### src/rtl/lbr_pkg.sv
package lbr_pkg;

    localparam int ADDR_W     = 32;
    localparam int INSN_W     = 16;
    localparam int OFF_W      = 11;
    localparam int HI_SHIFT   = OFF_W + 1;
    localparam int INSN_BYTES = INSN_W / 8;
    localparam int READ_AHEAD = 2 * INSN_BYTES;

    localparam logic [2:0] FAMILY_CODE = 3'b111;
    localparam logic [1:0] H_PREFIX    = 2'b10;
    localparam logic [1:0] H_STAY      = 2'b11;
    localparam logic [1:0] H_SWITCH    = 2'b01;

    typedef logic [ADDR_W-1:0] addr_t;

    typedef enum logic [1:0] {
        ROLE_OTHER,
        ROLE_PREFIX,
        ROLE_STAY,
        ROLE_SWITCH
    } role_e;

    typedef struct packed {
        role_e            role;
        logic [OFF_W-1:0] off;
        logic             low_bit;
    } decoded_t;

    typedef struct packed {
        addr_t lr_val;
        logic  lr_we;
        addr_t pc_val;
        logic  taken;
        logic  t_clear;
        logic  undef;
    } result_t;

    function automatic addr_t prefix_link(input addr_t addr, input logic [OFF_W-1:0] off);
        addr_t ext;
        ext = {{(ADDR_W-OFF_W){off[OFF_W-1]}}, off};
        return addr + addr_t'(READ_AHEAD) + (ext << HI_SHIFT);
    endfunction

    function automatic addr_t suffix_sum(input addr_t lr, input logic [OFF_W-1:0] off);
        return lr + {{(ADDR_W-OFF_W-1){1'b0}}, off, 1'b0};
    endfunction

    function automatic addr_t return_link(input addr_t addr);
        return (addr + addr_t'(INSN_BYTES)) | addr_t'(1);
    endfunction

    function automatic addr_t word_align(input addr_t a);
        return a & {{(ADDR_W-2){1'b1}}, 2'b00};
    endfunction

endpackage

### src/rtl/lbr_decode.sv
module lbr_decode
    import lbr_pkg::*;
(
    input  logic [INSN_W-1:0] instr,
    output decoded_t          dec
);
    logic [2:0] family;
    logic [1:0] h_field;

    assign family  = instr[15:13];
    assign h_field = instr[12:11];

    always_comb begin
        dec.off     = instr[OFF_W-1:0];
        dec.low_bit = instr[0];
        dec.role    = ROLE_OTHER;
        if (family == FAMILY_CODE) begin
            unique case (h_field)
                H_PREFIX: dec.role = ROLE_PREFIX;
                H_STAY:   dec.role = ROLE_STAY;
                H_SWITCH: dec.role = ROLE_SWITCH;
                default:  dec.role = ROLE_OTHER;
            endcase
        end
    end
endmodule

### src/rtl/lbr_datapath.sv
module lbr_datapath
    import lbr_pkg::*;
(
    input  decoded_t dec,
    input  addr_t    addr,
    input  addr_t    lr_in,
    output result_t  res
);
    addr_t sum;

    assign sum = suffix_sum(lr_in, dec.off);

    always_comb begin
        res = '0;
        unique case (dec.role)
            ROLE_PREFIX: begin
                res.lr_val = prefix_link(addr, dec.off);
                res.lr_we  = 1'b1;
            end
            ROLE_STAY: begin
                res.lr_val = return_link(addr);
                res.lr_we  = 1'b1;
                res.pc_val = sum;
                res.taken  = 1'b1;
            end
            ROLE_SWITCH: begin
                if (dec.low_bit) begin
                    res.undef = 1'b1;
                end else begin
                    res.lr_val  = return_link(addr);
                    res.lr_we   = 1'b1;
                    res.pc_val  = word_align(sum);
                    res.taken   = 1'b1;
                    res.t_clear = 1'b1;
                end
            end
            default: res = '0;
        endcase
    end
endmodule

### src/rtl/lbr_sequencer.sv
module lbr_sequencer
    import lbr_pkg::*;
(
    input  logic  clk,
    input  logic  rst,
    input  logic  valid,
    input  role_e role,
    input  addr_t addr,
    output logic  pair_err
);
    logic  pend_q;
    addr_t paddr_q;
    logic  is_suffix;

    assign is_suffix = (role == ROLE_STAY) || (role == ROLE_SWITCH);

    always_comb begin
        pair_err = 1'b0;
        if (valid) begin
            if (is_suffix)
                pair_err = !pend_q || (addr != paddr_q + addr_t'(INSN_BYTES));
            else
                pair_err = pend_q;
        end
    end

    always_ff @(posedge clk) begin
        if (rst) begin
            pend_q  <= 1'b0;
            paddr_q <= '0;
        end else if (valid) begin
            pend_q <= (role == ROLE_PREFIX);
            if (role == ROLE_PREFIX)
                paddr_q <= addr;
        end
    end

    AST_PREFIX_THEN_OTHER: assert property (@(posedge clk) disable iff (rst)
        (valid && role == ROLE_PREFIX) ##1 (valid && !is_suffix) |-> pair_err);

    AST_IDLE_KEEPS_PENDING: assert property (@(posedge clk) disable iff (rst)
        (!valid && pend_q) |=> pend_q);

    AST_ORPHAN_AFTER_SUFFIX: assert property (@(posedge clk) disable iff (rst)
        (valid && is_suffix) ##1 (valid && is_suffix) |-> pair_err);
endmodule

### src/rtl/split_branch_exec.sv
module split_branch_exec
    import lbr_pkg::*;
(
    input  logic                 clk,
    input  logic                 rst,
    input  logic                 step_valid,
    input  logic [INSN_W-1:0]    step_instr,
    input  logic [ADDR_W-1:0]    step_addr,
    input  logic [ADDR_W-1:0]    lr_in,
    output logic [ADDR_W-1:0]    lr_out,
    output logic                 lr_wr,
    output logic [ADDR_W-1:0]    pc_target,
    output logic                 branch_taken,
    output logic                 t_state,
    output logic                 undef_instr,
    output logic                 seq_err
);
    decoded_t dec;
    result_t  res;
    logic     pair_err;

    lbr_decode u_decode (
        .instr (step_instr),
        .dec   (dec)
    );

    lbr_datapath u_datapath (
        .dec   (dec),
        .addr  (step_addr),
        .lr_in (lr_in),
        .res   (res)
    );

    lbr_sequencer u_sequencer (
        .clk      (clk),
        .rst      (rst),
        .valid    (step_valid),
        .role     (dec.role),
        .addr     (step_addr),
        .pair_err (pair_err)
    );

    always_ff @(posedge clk) begin
        if (rst) begin
            lr_out       <= '0;
            pc_target    <= '0;
            lr_wr        <= 1'b0;
            branch_taken <= 1'b0;
            t_state      <= 1'b1;
            undef_instr  <= 1'b0;
            seq_err      <= 1'b0;
        end else begin
            lr_wr        <= step_valid && res.lr_we;
            branch_taken <= step_valid && res.taken;
            undef_instr  <= step_valid && res.undef;
            seq_err      <= step_valid && pair_err;
            if (step_valid && res.lr_we)
                lr_out <= res.lr_val;
            if (step_valid && res.taken)
                pc_target <= res.pc_val;
            if (step_valid && res.t_clear)
                t_state <= 1'b0;
        end
    end

    AST_TAKEN_NEEDS_SUFFIX: assert property (@(posedge clk) disable iff (rst)
        branch_taken |-> ($past(step_valid) && $past(step_instr[15:13]) == FAMILY_CODE
                          && $past(step_instr[12:11]) != H_PREFIX));

    AST_SWITCH_ALIGNED: assert property (@(posedge clk) disable iff (rst)
        $past(step_valid && step_instr[15:11] == {FAMILY_CODE, H_SWITCH} && !step_instr[0])
        |-> (pc_target[1:0] == 2'b00 && !t_state && branch_taken));

    AST_UNDEF_QUIET: assert property (@(posedge clk) disable iff (rst)
        undef_instr |-> (!branch_taken && !lr_wr && $stable(lr_out) && $stable(pc_target)));

    AST_LINK_ODD: assert property (@(posedge clk) disable iff (rst)
        branch_taken |-> (lr_wr && lr_out[0]));

    AST_IDLE_QUIET: assert property (@(posedge clk) disable iff (rst)
        !$past(step_valid) |-> (!branch_taken && !lr_wr && !undef_instr && !seq_err));

    AST_T_ONLY_FALLS: assert property (@(posedge clk) disable iff (rst)
        !$rose(t_state));
endmodule

### config.mk
export PLATFORM = sky130hd
export DESIGN_NAME = split_branch_exec
export DESIGN_NICKNAME = d
export VERILOG_FILES = /design/src/rtl/lbr_pkg.sv /design/src/rtl/lbr_decode.sv /design/src/rtl/lbr_datapath.sv /design/src/rtl/lbr_sequencer.sv /design/src/rtl/split_branch_exec.sv
export SDC_FILE = /design/constraint.sdc
export NUM_CORES = 1
export LEC_CHECK = 0
export BUFFER_PORTS_ARGS = -buffer_cell sky130_fd_sc_hd__buf_2
export CAP_MARGIN = 25
export CORE_ASPECT_RATIO = 0.5
export CORE_MARGIN = 10
export CORE_UTILIZATION = 56
export DETAILED_ROUTE_END_ITERATION = 6
export PLACE_DENSITY = 0.81
export SLEW_MARGIN = 15
export SYNTH_ARGS = -nofsm -noshare
export SYNTH_HDL_FRONTEND = slang
export SYNTH_SLANG_ARGS = --single-unit
### constraint.sdc
create_clock -name clk -period 3.7 [get_ports clk]
set_clock_uncertainty 0.05 [all_clocks]
set_input_delay 0.925 -clock clk [delete_from_list [all_inputs] [get_ports clk]]
set_output_delay 0.925 -clock clk [all_outputs]
set_load 0.03 [all_outputs]
==> flow_summary.yaml, run 1 <==
setup_path:
  critPathBufInv: 1
  end_kind: "flop"
  worstSetupStartpoint: "step_addr[2]"
  timing.rr.start: "u_sequencer.paddr_q[1]"
  critPathArrivalTime_ns: 3.51
  cp_max_fo: 4
  worst_path_largest_cell_delay_ns: 0.55
  slowest_stage: "or4_4"
  critPathTopFamily: "compound AO/OA/AOI/OAI gates"
  criticalPathCategory: "input port to flop"
  path_cells: "buf_2, ha_1, nand4_4, o41a_1, o211a_1, or4_4, a311oi_2, a311oi_1, xor2_1, a21oi_1"
  worst_ep_required_time_ns: 3.93
  setup.worst_path.start_class: "input port"
clock_network:
  cts_buffers: 9
  hold_buffers: 0
  cts.sinks: 102
  cts.path.max_buffers: 2
  ctsResizeCount: 0
  clock_latency_ns: 0.36
  clkTransAtPathRegs_ns: 0.08
  h-tree-depth: 3
  cts_root_buf: "clkbuf_16"
  postCtsSetupRepairBufs: 0
  cts_tree: "built"
synthesis:
  synth_nets: 1125
  ys_seq_area_share_pct: 27.3
  yosys.area.top_type: "dfxtp_1"
  yosysWarningCount: 0
  synth_edf_count: 0
  async_reset_ff_share_pct: 0
  synth-seq-cells: 102
  synth_top_area_share_pct: 27.3
  synthCells: 1005
  synth_ff_type: "dfxtp_1"
  synth.area.top_cells: "dfxtp_1 27%, a21oi_1 6.6%, ha_1 6.0%"
  synth.cell_area_mm2: 0.00747
  synth.distinct_cells: 67
  syn_area_per_cell_um2: 7.44
timing:
  hold_viol_final: 0
  setup_slack_ns: 0.414
  finalSetupViolations: 0
  min_period_over_period_pct: 88.8
  rsz0062_at_grt: "false"
  period_minus_slack_ns: 3.29
  maxSlewViolCount: 0
  max_slew_margin_pct: 31.5
  worstMarginPinSlew_ns: 1.03
  tns_ns: 0
  fmax_mhz: 304
  fin_hold_ws_ns: 0.400
global_route:
  grt_pass1_vias: 7686
  grt_pass1_wl_um: 39400
  grt_usage_pct: 25.8
  grt_max_degree: 52
  antenna_found_initial: 3
  grt-ovfl-total: 0
drt:
  vias_per_cell: 6.30
  first_pass_iters: 6
  vias: 8321
  wire_per_inst_um: 19.1
  drtIter0Drc: 832
  final_antenna_net_count: 0
  drt_wl_total_um: 25200
  drc_errors: 0
die:
  rows: 29
  die_area_mm2: 0.0186
  core_area_mm2: 0.0128
  die_y_um: 102
  start_util_pct: 58.2
  ioPinCount: 152
  fp.dieW_um: 183
finish:
  mostFrequentLayoutCell: "buf_2"
  fin_cells: 1321
  multi_input_area_mm2: 0.00511
  seqCellArea_mm2: 0.00204
  num-fill-cells: 1113
  post-route-util_pct: 68.8
  syn_to_final_growth_pct: 18.2
  layout_common_cells: "151 x buf_2, 117 x nand2_1, 102 x dfxtp_1, 99 x a21oi_1, 83 x nor2_1"
  final_area_mm2: 0.00884
  drive_above_1_share_pct: 19.7
  layout.nets: 1265
outcome:
  status: "finished, final reports clean"
place:
  dpl_worst_slack_ns: 0.0852
  post-place-cells: 1304
  port_buffers: 151
  placed_area_mm2: 0.00852
  place_hpwl_um: 19200
  routabilityCongestion: 1.01
power:
  p_per_area_mw_per_mm2: 318
  leakagePower_nw: 3.61
  peakVddDrop_mv: 0.260
  power.total_mw: 2.81
min_path:
  hp-class: "flop to flop"
  min_from: "pc_target[8]"
job:
  max_cap_violations: 0
## synth_stat cells, types with 7 or more instances
cell	number
nand2_1	117
dfxtp_1	102
a21oi_1	99
nor2_1	85
o21ai_0	76
clkbuf_1	57
xnor2_1	51
nand3_1	47
xor2_1	39
ha_1	36
nor3_1	29
and3_1	24
nand4_1	22
inv_1	18
a31oi_1	16
and4_1	14
a211oi_1	13
or3_1	13
mux2i_1	10
nor4_1	10
a22oi_1	9
a21o_1	8
nor2b_1	8
a311oi_1	7
o221ai_1	7
## tightest hold or removal path, cell delays in order (launching register included)
cell and delay (ns):
dfxtp_1 0.31, nand2_1 0.05, a21oi_1 0.05
## where the power goes
part	internal (mW)	total, mW	switching [mW]	leakage (nW)
Sequential	1.12	1.14	0.0174	0.824
Combinational	0.246	0.645	0.399	2.63
Clock	0.543	1.03	0.482	0.154
Total	1.91	2.81	0.898	3.61
## registers in the layout, indices dropped and copies added, names as in the netlist
name,cells
u_sequencer.paddr_q,32
u_sequencer.pend_q,1
lr_out,32
branch_taken,1
t_state,1
lr_wr,1
seq_err,1
undef_instr,1
pc_target,32
## layer usage
metal | share of wire (%) | vias up | track usage [%]
met5 | 0.099 | - | 0
met2 | 46 | 387 | 42.7
met3 | 9.9 | 39 | 6.65
met1 | 43 | 3937 | 33.3
li1 | - | 3954 | -
met4 | 1.4 | 4 | 5.94
## logic make-up after synthesis
group           synth area share, %
compound gates                 23.4
xor+xnor                       10.5
fa+ha+maj                      6.43
buf+inv                        4.49
flops                          27.3
mux                            1.64
simple gates                   26.2
## final timing paths
check	end	slack, ns	cells past startpoint
setup / recovery	lr_out[30]	0.41	10
hold / removal	pc_target[8]	0.40	2
setup reg to reg	seq_err	0.83	10
hold reg to reg	pc_target[8]	0.40	2
## layout make-up
class                      instances  area share, %
sequential                       102           23.1
multi-input combinational        820           57.8
clock inverter                     7          0.991
inverter                          18          0.765
timing repair buffer             194           12.3
antenna                            1         0.0283
tap                              170           2.41
clock buffer                       9           2.55
Power figures use the tool's default switching activity.
==> run 2, diff against run 1 <==
Settings changed: CORE_UTILIZATION 56 to 58, PLACE_DENSITY 0.81 to 0.82, SYNTH_HIERARCHICAL set to 1.
==> run 2 against run 1 <==
Net effect:
- sequential power is essentially flat
- first-iteration DRC count increased by 11%
- critical path type unchanged
- largest power group unchanged
- synthesized cell count grew 10%
==> flow_summary.yaml, run 2 <==
synthesis:
  synth_edf_count: 0
  synth_top_area_share_pct: 24.2
  syn_area_per_cell_um2: 7.64
  synth.distinct_cells: 79
  synth_nets: 1226
  ys_seq_area_share_pct: 24.2
  async_reset_ff_share_pct: 0
  synthCells: 1106
  synth.area.top_cells: "dfxtp_1 24%, a21oi_1 8.0%, a21bo_2 6.9%"
  synth_ff_type: "dfxtp_1"
  yosysMostFrequentCell: "a21oi_1"
  synth.cell_area_mm2: 0.00845
  yosys.area.top_type: "dfxtp_1"
  yosysWarningCount: 6
  synth.top_cells.by_count: "135 x a21oi_1, 128 x nand2_1, 102 x dfxtp_1"
  synth-seq-cells: 102
power:
  p_per_area_mw_per_mm2: 284
  peakVddDrop_mv: 0.251
  pwr-share-clk_pct: 36.2
  leakagePower_nw: 3.78
  combPwrFrac_pct: 22.6
  switchingPower_mw: 0.887
  p_sw_share_pct: 32.9
  power.total_mw: 2.70
  p_int_mw: 1.81
  seqPwrFrac_pct: 41.3
drt:
  first_pass_iters: 6
  drc_errors: 0
  vias: 8742
  vias_per_cell: 6.20
  drt_wl_total_um: 25900
  final_antenna_net_count: 0
  wire_per_inst_um: 18.3
  drtIter0Drc: 922
clock_network:
  ctsResizeCount: 0
  hold_buffers: 0
  clock_latency_ns: 0.35
  cts.path.max_buffers: 2
  cts_tree: "built"
  postCtsSetupRepairBufs: 0
  clkTransAtPathRegs_ns: 0.08
  cts.sinks: 102
  h-tree-depth: 3
  cts_root_buf: "clkbuf_16"
  cts_buffers: 9
global_route:
  use_met2_pct: 37.3
  top_usage_layer: "met2"
  grt_pass1_vias: 7871
  met1_usage_pct: 32.5
  grt_max_degree: 77
  grt_usage_pct: 24.1
  grt_use_met3_pct: 6.25
  antenna_found_initial: 1
  grt-ovfl-total: 0
  grt_pass1_wl_um: 40800
finish:
  drive_above_1_share_pct: 23.1
  final_area_mm2: 0.00948
  layout_common_cells: "149 x buf_2, 135 x a21oi_1, 127 x nand2_1, 102 x dfxtp_1, 96 x nand3_1"
  syn_to_final_growth_pct: 12.3
  mostFrequentLayoutCell: "buf_2"
  largestRegisters: "lr_out: 32 flops, pc_target: 32 flops, u_sequencer/paddr_q: 32 flops"
  num-fill-cells: 1326
  layout.nets: 1325
job:
  max_cap_violations: 0
timing:
  max_slew_margin_pct: 41.9
  hold_viol_final: 0
  min_period_over_period_pct: 89.3
  fin_hold_ws_ns: 0.412
  fmax_mhz: 303
  worstMarginPinSlew_ns: 0.872
  period_minus_slack_ns: 3.30
  tns_ns: 0
  finalSetupViolations: 0
  maxSlewViolCount: 0
  rsz0062_at_grt: "false"
  setup_slack_ns: 0.395
die:
  rows: 31
  die_y_um: 105
  die_area_mm2: 0.0201
  ioPinCount: 152
  start_util_pct: 58.9
  core_area_mm2: 0.0144
  fp.dieW_um: 191
min_path:
  hold_depth: 1
  worstHoldEndpoint: "t_state"
  hp-class: "flop to flop"
  min_from: "t_state"
setup_path:
  critPathArrivalTime_ns: 3.50
  timing.rr.start: "u_sequencer/paddr_q[1]"
  reg2reg_depth: 9
  criticalPathCategory: "input port to flop"
  rrSetupSlack_ns: 0.48
  worstSetupStartpoint: "step_instr[11]"
  worst_ep_required_time_ns: 3.89
  regToRegEndpoint: "seq_err"
  cp_max_fo: 3
  end_kind: "flop"
  setup.worst_path.start_class: "input port"
place:
  routabilityCongestion: 1.00
  port_buffers: 151
  placed_area_mm2: 0.00917
  dpl_worst_slack_ns: 0.226
  place_hpwl_um: 19500
outcome:
  status: "finished, final reports clean"
==> run 2: cell count changes in the layout (fill, tap and decap cells not counted), moves of 10 or more <==
cell	before	now
a21bo_2	0	58
o22ai_1	3	19
nand2_1	117	127
nor3_1	29	19
nor2_1	83	68
buf_4	42	25
nand3_1	46	96
a21oi_1	99	135
o21ai_0	76	24
==> run 2: final cells by class <==
cell class | count | area [um2] | area share (%)
diodes | 3 | 7.51 | 0.0792
clock buffers | 9 | 225 | 2.37
clock inverters | 7 | 81.3 | 0.858
inverters | 28 | 105 | 1.11
multi-input cells | 890 | 5840 | 61.6
flip-flops and latches | 102 | 2040 | 21.5
well taps | 198 | 248 | 2.61
repair buffers | 174 | 933 | 9.84
==> run 2: cells by family (layout without fill, tap and decap cells) <==
group	Yosys count	in the layout	share of synthesized area, %
compound gates	326	326	26.5
other cells	0	3	0
mux	5	5	0.637
fa+ha+maj	37	37	5.57
flops	102	102	24.2
buf+inv	114	218	6.74
xor+xnor	102	102	10.6
simple gates	420	420	25.8
==> run 2: power groups by stage <==
stage	registers, mW	logic (mW)	clock network, mW
after floorplan	1.14	0.410	0
after global placement	1.14	0.578	0
after detailed placement	1.14	0.589	0
after CTS	1.11	0.592	1.00
after global routing	1.11	0.661	1.04
final	1.11	0.609	0.976
==> run 2: how the worst max path moves through the flow <==
stage	to	slack, ns	cells after the start
global placement	seq_err	0.19	11
finish	seq_err	0.40	11
global route	seq_err	0.38	11
detailed placement	seq_err	0.23	11
floorplan	seq_err	0.57	10
CTS	seq_err	0.53	11
==> run 2: layer usage <==
metal,routed length (um),part of all wire (%)
met3,2800,11
met2,11400,44
met1,11200,43
met4,518,2.0
met5,0,0
==> run 2: metrics by stage <==
| stage | utilization, % | std cells |
|---|---|---|
| 2_1_floorplan | - | 1106 |
| 3_3_place_gp | 63.9 | 1392 |
| 3_5_place_dp | 63.9 | 1392 |
| 4_1_cts | 66.0 | 1408 |
| 5_1_grt | 66.0 | 1409 |
| 6_report | 66.1 | 1411 |
==> run 2: critical path, stage by stage <==
cell and delay (ns):
buf_2 0.10, inv_1 0.05, ha_1 0.20, nor3_2 0.37
nand3_1 0.13, nor4_1 0.33, o211ai_1 0.16, or4_1 0.51
nor4_1 0.41, a21oi_1 0.13, and3b_1 0.19
==> run 3, diff against run 2 <==
Settings changed: ABC_AREA set to 1, CORE_UTILIZATION 58 to 59, PLACE_DENSITY 0.82 to 0.83.
==> run 3 against run 2 <==
Net effect:
- maximum frequency up 21%
- wire length up 17%
- clock power down 2.6%
- synthesized area up 15%
- clock-buffer cell count unchanged
- sequential power about the same
- the flow now finishes with violations (DRC)
- design area up 14%
- setup slack better by 0.57 ns
- non-clock buffer count down 13
- global-route usage up 2.2 points
- worst hold slack worse by 0.017 ns
- final cell count up 50%
==> flow_summary.yaml, run 3 <==
finish:
  post-route-util_pct: 66.6
  layout_common_cells: "599 x nand2_1, 326 x nor2_1, 257 x inv_1, 151 x buf_2, 115 x nand3_1"
  largestRegisters: "lr_out: 32 flops, pc_target: 32 flops, u_sequencer/paddr_q: 32 flops"
  num-fill-cells: 1619
  mostFrequentLayoutCell: "nand2_1"
  fin_cells: 2121
  multi_input_area_mm2: 0.00639
  seqCellArea_mm2: 0.00204
  final_area_mm2: 0.0108
  drive_above_1_share_pct: 11.9
  syn_to_final_growth_pct: 11.6
  layout.nets: 2008
setup_path:
  rrSetupSlack_ns: 1.36
  slowest_stage: "nor2_1"
  critPathBufInv: 3
  worst_ep_required_time_ns: 3.88
  timing.rr.start: "u_sequencer/paddr_q[1]"
  regToRegEndpoint: "seq_err"
  end_kind: "flop"
  cp_max_fo: 8
  path_cells: "buf_2, inv_1, ha_1, inv_1, o21ai_0, nor2_1, nand2_1, a21oi_1, nand2_1, nor2_1, nand3_1, nor2_1, nand2_1, nor2_1, nand3_1, nor2_1, a21oi_1, nand2_1, nor2_1"
  critPathTopFamily: "simple AND/OR/NAND/NOR gates"
  path_common_cell: "nor2_1"
  setup.worst_path.start_class: "input port"
  worst_path_largest_cell_delay_ns: 0.44
  criticalPathCategory: "input port to flop"
  critPathArrivalTime_ns: 2.91
  reg2reg_depth: 12
clock_network:
  cts.path.max_buffers: 2
  cts.sinks: 102
  h-tree-depth: 3
  clock_latency_ns: 0.36
  hold_buffers: 0
  cts_tree: "built"
  postCtsSetupRepairBufs: 0
  ctsResizeCount: 0
  cts_root_buf: "clkbuf_16"
  clkTransAtPathRegs_ns: 0.08
  cts_buffers: 9
synthesis:
  synth.distinct_cells: 45
  synth-seq-cells: 102
  yosys.area.top_type: "nand2_1"
  yosysWarningCount: 6
  synth.top_cells.by_count: "599 x nand2_1, 327 x nor2_1, 258 x inv_1"
  synth_edf_count: 0
  syn_area_per_cell_um2: 5.50
  synthCells: 1767
  synth_ff_type: "dfxtp_1"
  synth_top_area_share_pct: 23.2
  synth.area.top_cells: "nand2_1 23%, dfxtp_1 21%, nor2_1 13%"
  synth.cell_area_mm2: 0.00971
  synth_nets: 1887
  async_reset_ff_share_pct: 0
  yosysMostFrequentCell: "nand2_1"
  ys_seq_area_share_pct: 21.0
place:
  placed_area_mm2: 0.0106
  port_buffers: 151
  post-place-cells: 2104
  routabilityCongestion: 1.04
  place_hpwl_um: 24300
  dpl_worst_slack_ns: 0.652
global_route:
  grt_pass1_wl_um: 49000
  antenna_found_initial: 0
  grt_usage_pct: 26.3
  grt_pass1_vias: 9870
  grt_max_degree: 66
  grt-ovfl-total: 0
min_path:
  worstHoldEndpoint: "t_state"
  min_from: "t_state"
  hold_depth: 2
  hp-class: "flop to flop"
die:
  die_y_um: 111
  fp.dieW_um: 201
  start_util_pct: 59.7
  ioPinCount: 152
  die_area_mm2: 0.0223
  core_area_mm2: 0.0163
  rows: 33
drt:
  drt_wl_total_um: 30300
  final_antenna_net_count: 0
  vias_per_cell: 5.22
  drtIter0Drc: 935
  wire_per_inst_um: 14.3
  drc_errors: 2
  wl_met1_um: 13900
  dr_wl_met3_um: 2830
  vias: 11100
  route.top_layer_used: "met4"
  first_pass_iters: 7
  wl_met2_um: 13100
timing:
  rsz0062_at_grt: "false"
  max_slew_margin_pct: 50.4
  tns_ns: 0
  fmax_mhz: 365
  hold_viol_final: 0
  maxSlewViolCount: 0
  period_minus_slack_ns: 2.74
  setup_slack_ns: 0.962
  finalSetupViolations: 0
  worstMarginPinSlew_ns: 0.743
  min_period_over_period_pct: 74.0
  fin_hold_ws_ns: 0.395
power:
  seqPwrFrac_pct: 40.3
  power.total_mw: 2.84
  p_sw_share_pct: 35.2
  pwr-share-clk_pct: 33.5
  p_int_mw: 1.84
  combPwrFrac_pct: 26.2
  peakVddDrop_mv: 0.228
  leakagePower_nw: 6.01
  switchingPower_mw: 0.999
  p_per_area_mw_per_mm2: 262
outcome:
  violations: "DRC"
  status: "finished, violations left"
job:
  max_cap_violations: 0
[run 3: cell count changes after synthesis, sizes merged, moves of 19 or more]
cell / previous run / this run
nand3: 98 / 117
a21bo: 64 / 0
nor2: 69 / 348
xnor2: 55 / 18
inv: 28 / 259
nand2: 128 / 613
a21oi: 136 / 59
xor2: 47 / 17
[run 3: kinds of logic (layout without fill, tap and decap cells)]
kind of cell               Yosys count  after routing  synth area share, %
xor gates and xnor gates            36             36                 3.39
AOI/OAI and AO/OA                  133            133                 7.94
DFF                                102            102                 21.0
other                                0              1                    0
buffers and inverters              312            438                 13.2
adders and majority gates           37             37                 4.84
and+or+nand+nor                   1147           1147                 49.6
[run 3: area by class of cell]
type / instances / share of cell area (%)
Clock buffer: 9 / 2.08
Sequential cell: 102 / 18.8
Tap cell: 227 / 2.62
Antenna cell: 1 / 0.0231
Clock inverter: 7 / 0.577
Timing Repair Buffer: 161 / 7.89
Multi-Input combinational cell: 1353 / 58.9
Inverter: 261 / 9.04
[run 3: metal layers]
metal	vias up	global-route usage, %
met1	4914	35.5
met2	427	41.4
met5	-	0
met4	0	5.62
met3	37	6.56
li1	5702	-
[run 3: worst reg2reg max path: cells and delay by family, from the launching register on]
| kind | cells | cell delay [ns] |
|---|---|---|
| simple gates | 9 | 1.24 |
| compound gates | 2 | 0.22 |
| fa+ha+maj | 1 | 0.27 |
| flops | 1 | 0.44 |
[run 3: worst max path at each step]
stage	start	end	slack [ns]	cells after the start
CTS	step_instr[11]	seq_err	1.00	19
global placement	step_instr[11]	seq_err	0.70	19
finish	step_instr[11]	seq_err	0.96	19
floorplan	step_instr[11]	pc_target[10]	0.92	14
global route	step_instr[11]	seq_err	0.71	19
detailed placement	step_instr[11]	seq_err	0.65	19
[run 3: power by group through the flow]
stage                     registers [mW]  clock network, mW  logic [mW]
after floorplan                     1.20                  0       0.463
after global placement              1.17                  0       0.721
after detailed placement            1.17                  0       0.724
after CTS                           1.14              0.973       0.729
after global routing                1.15               1.00       0.831
final                               1.14              0.951       0.742
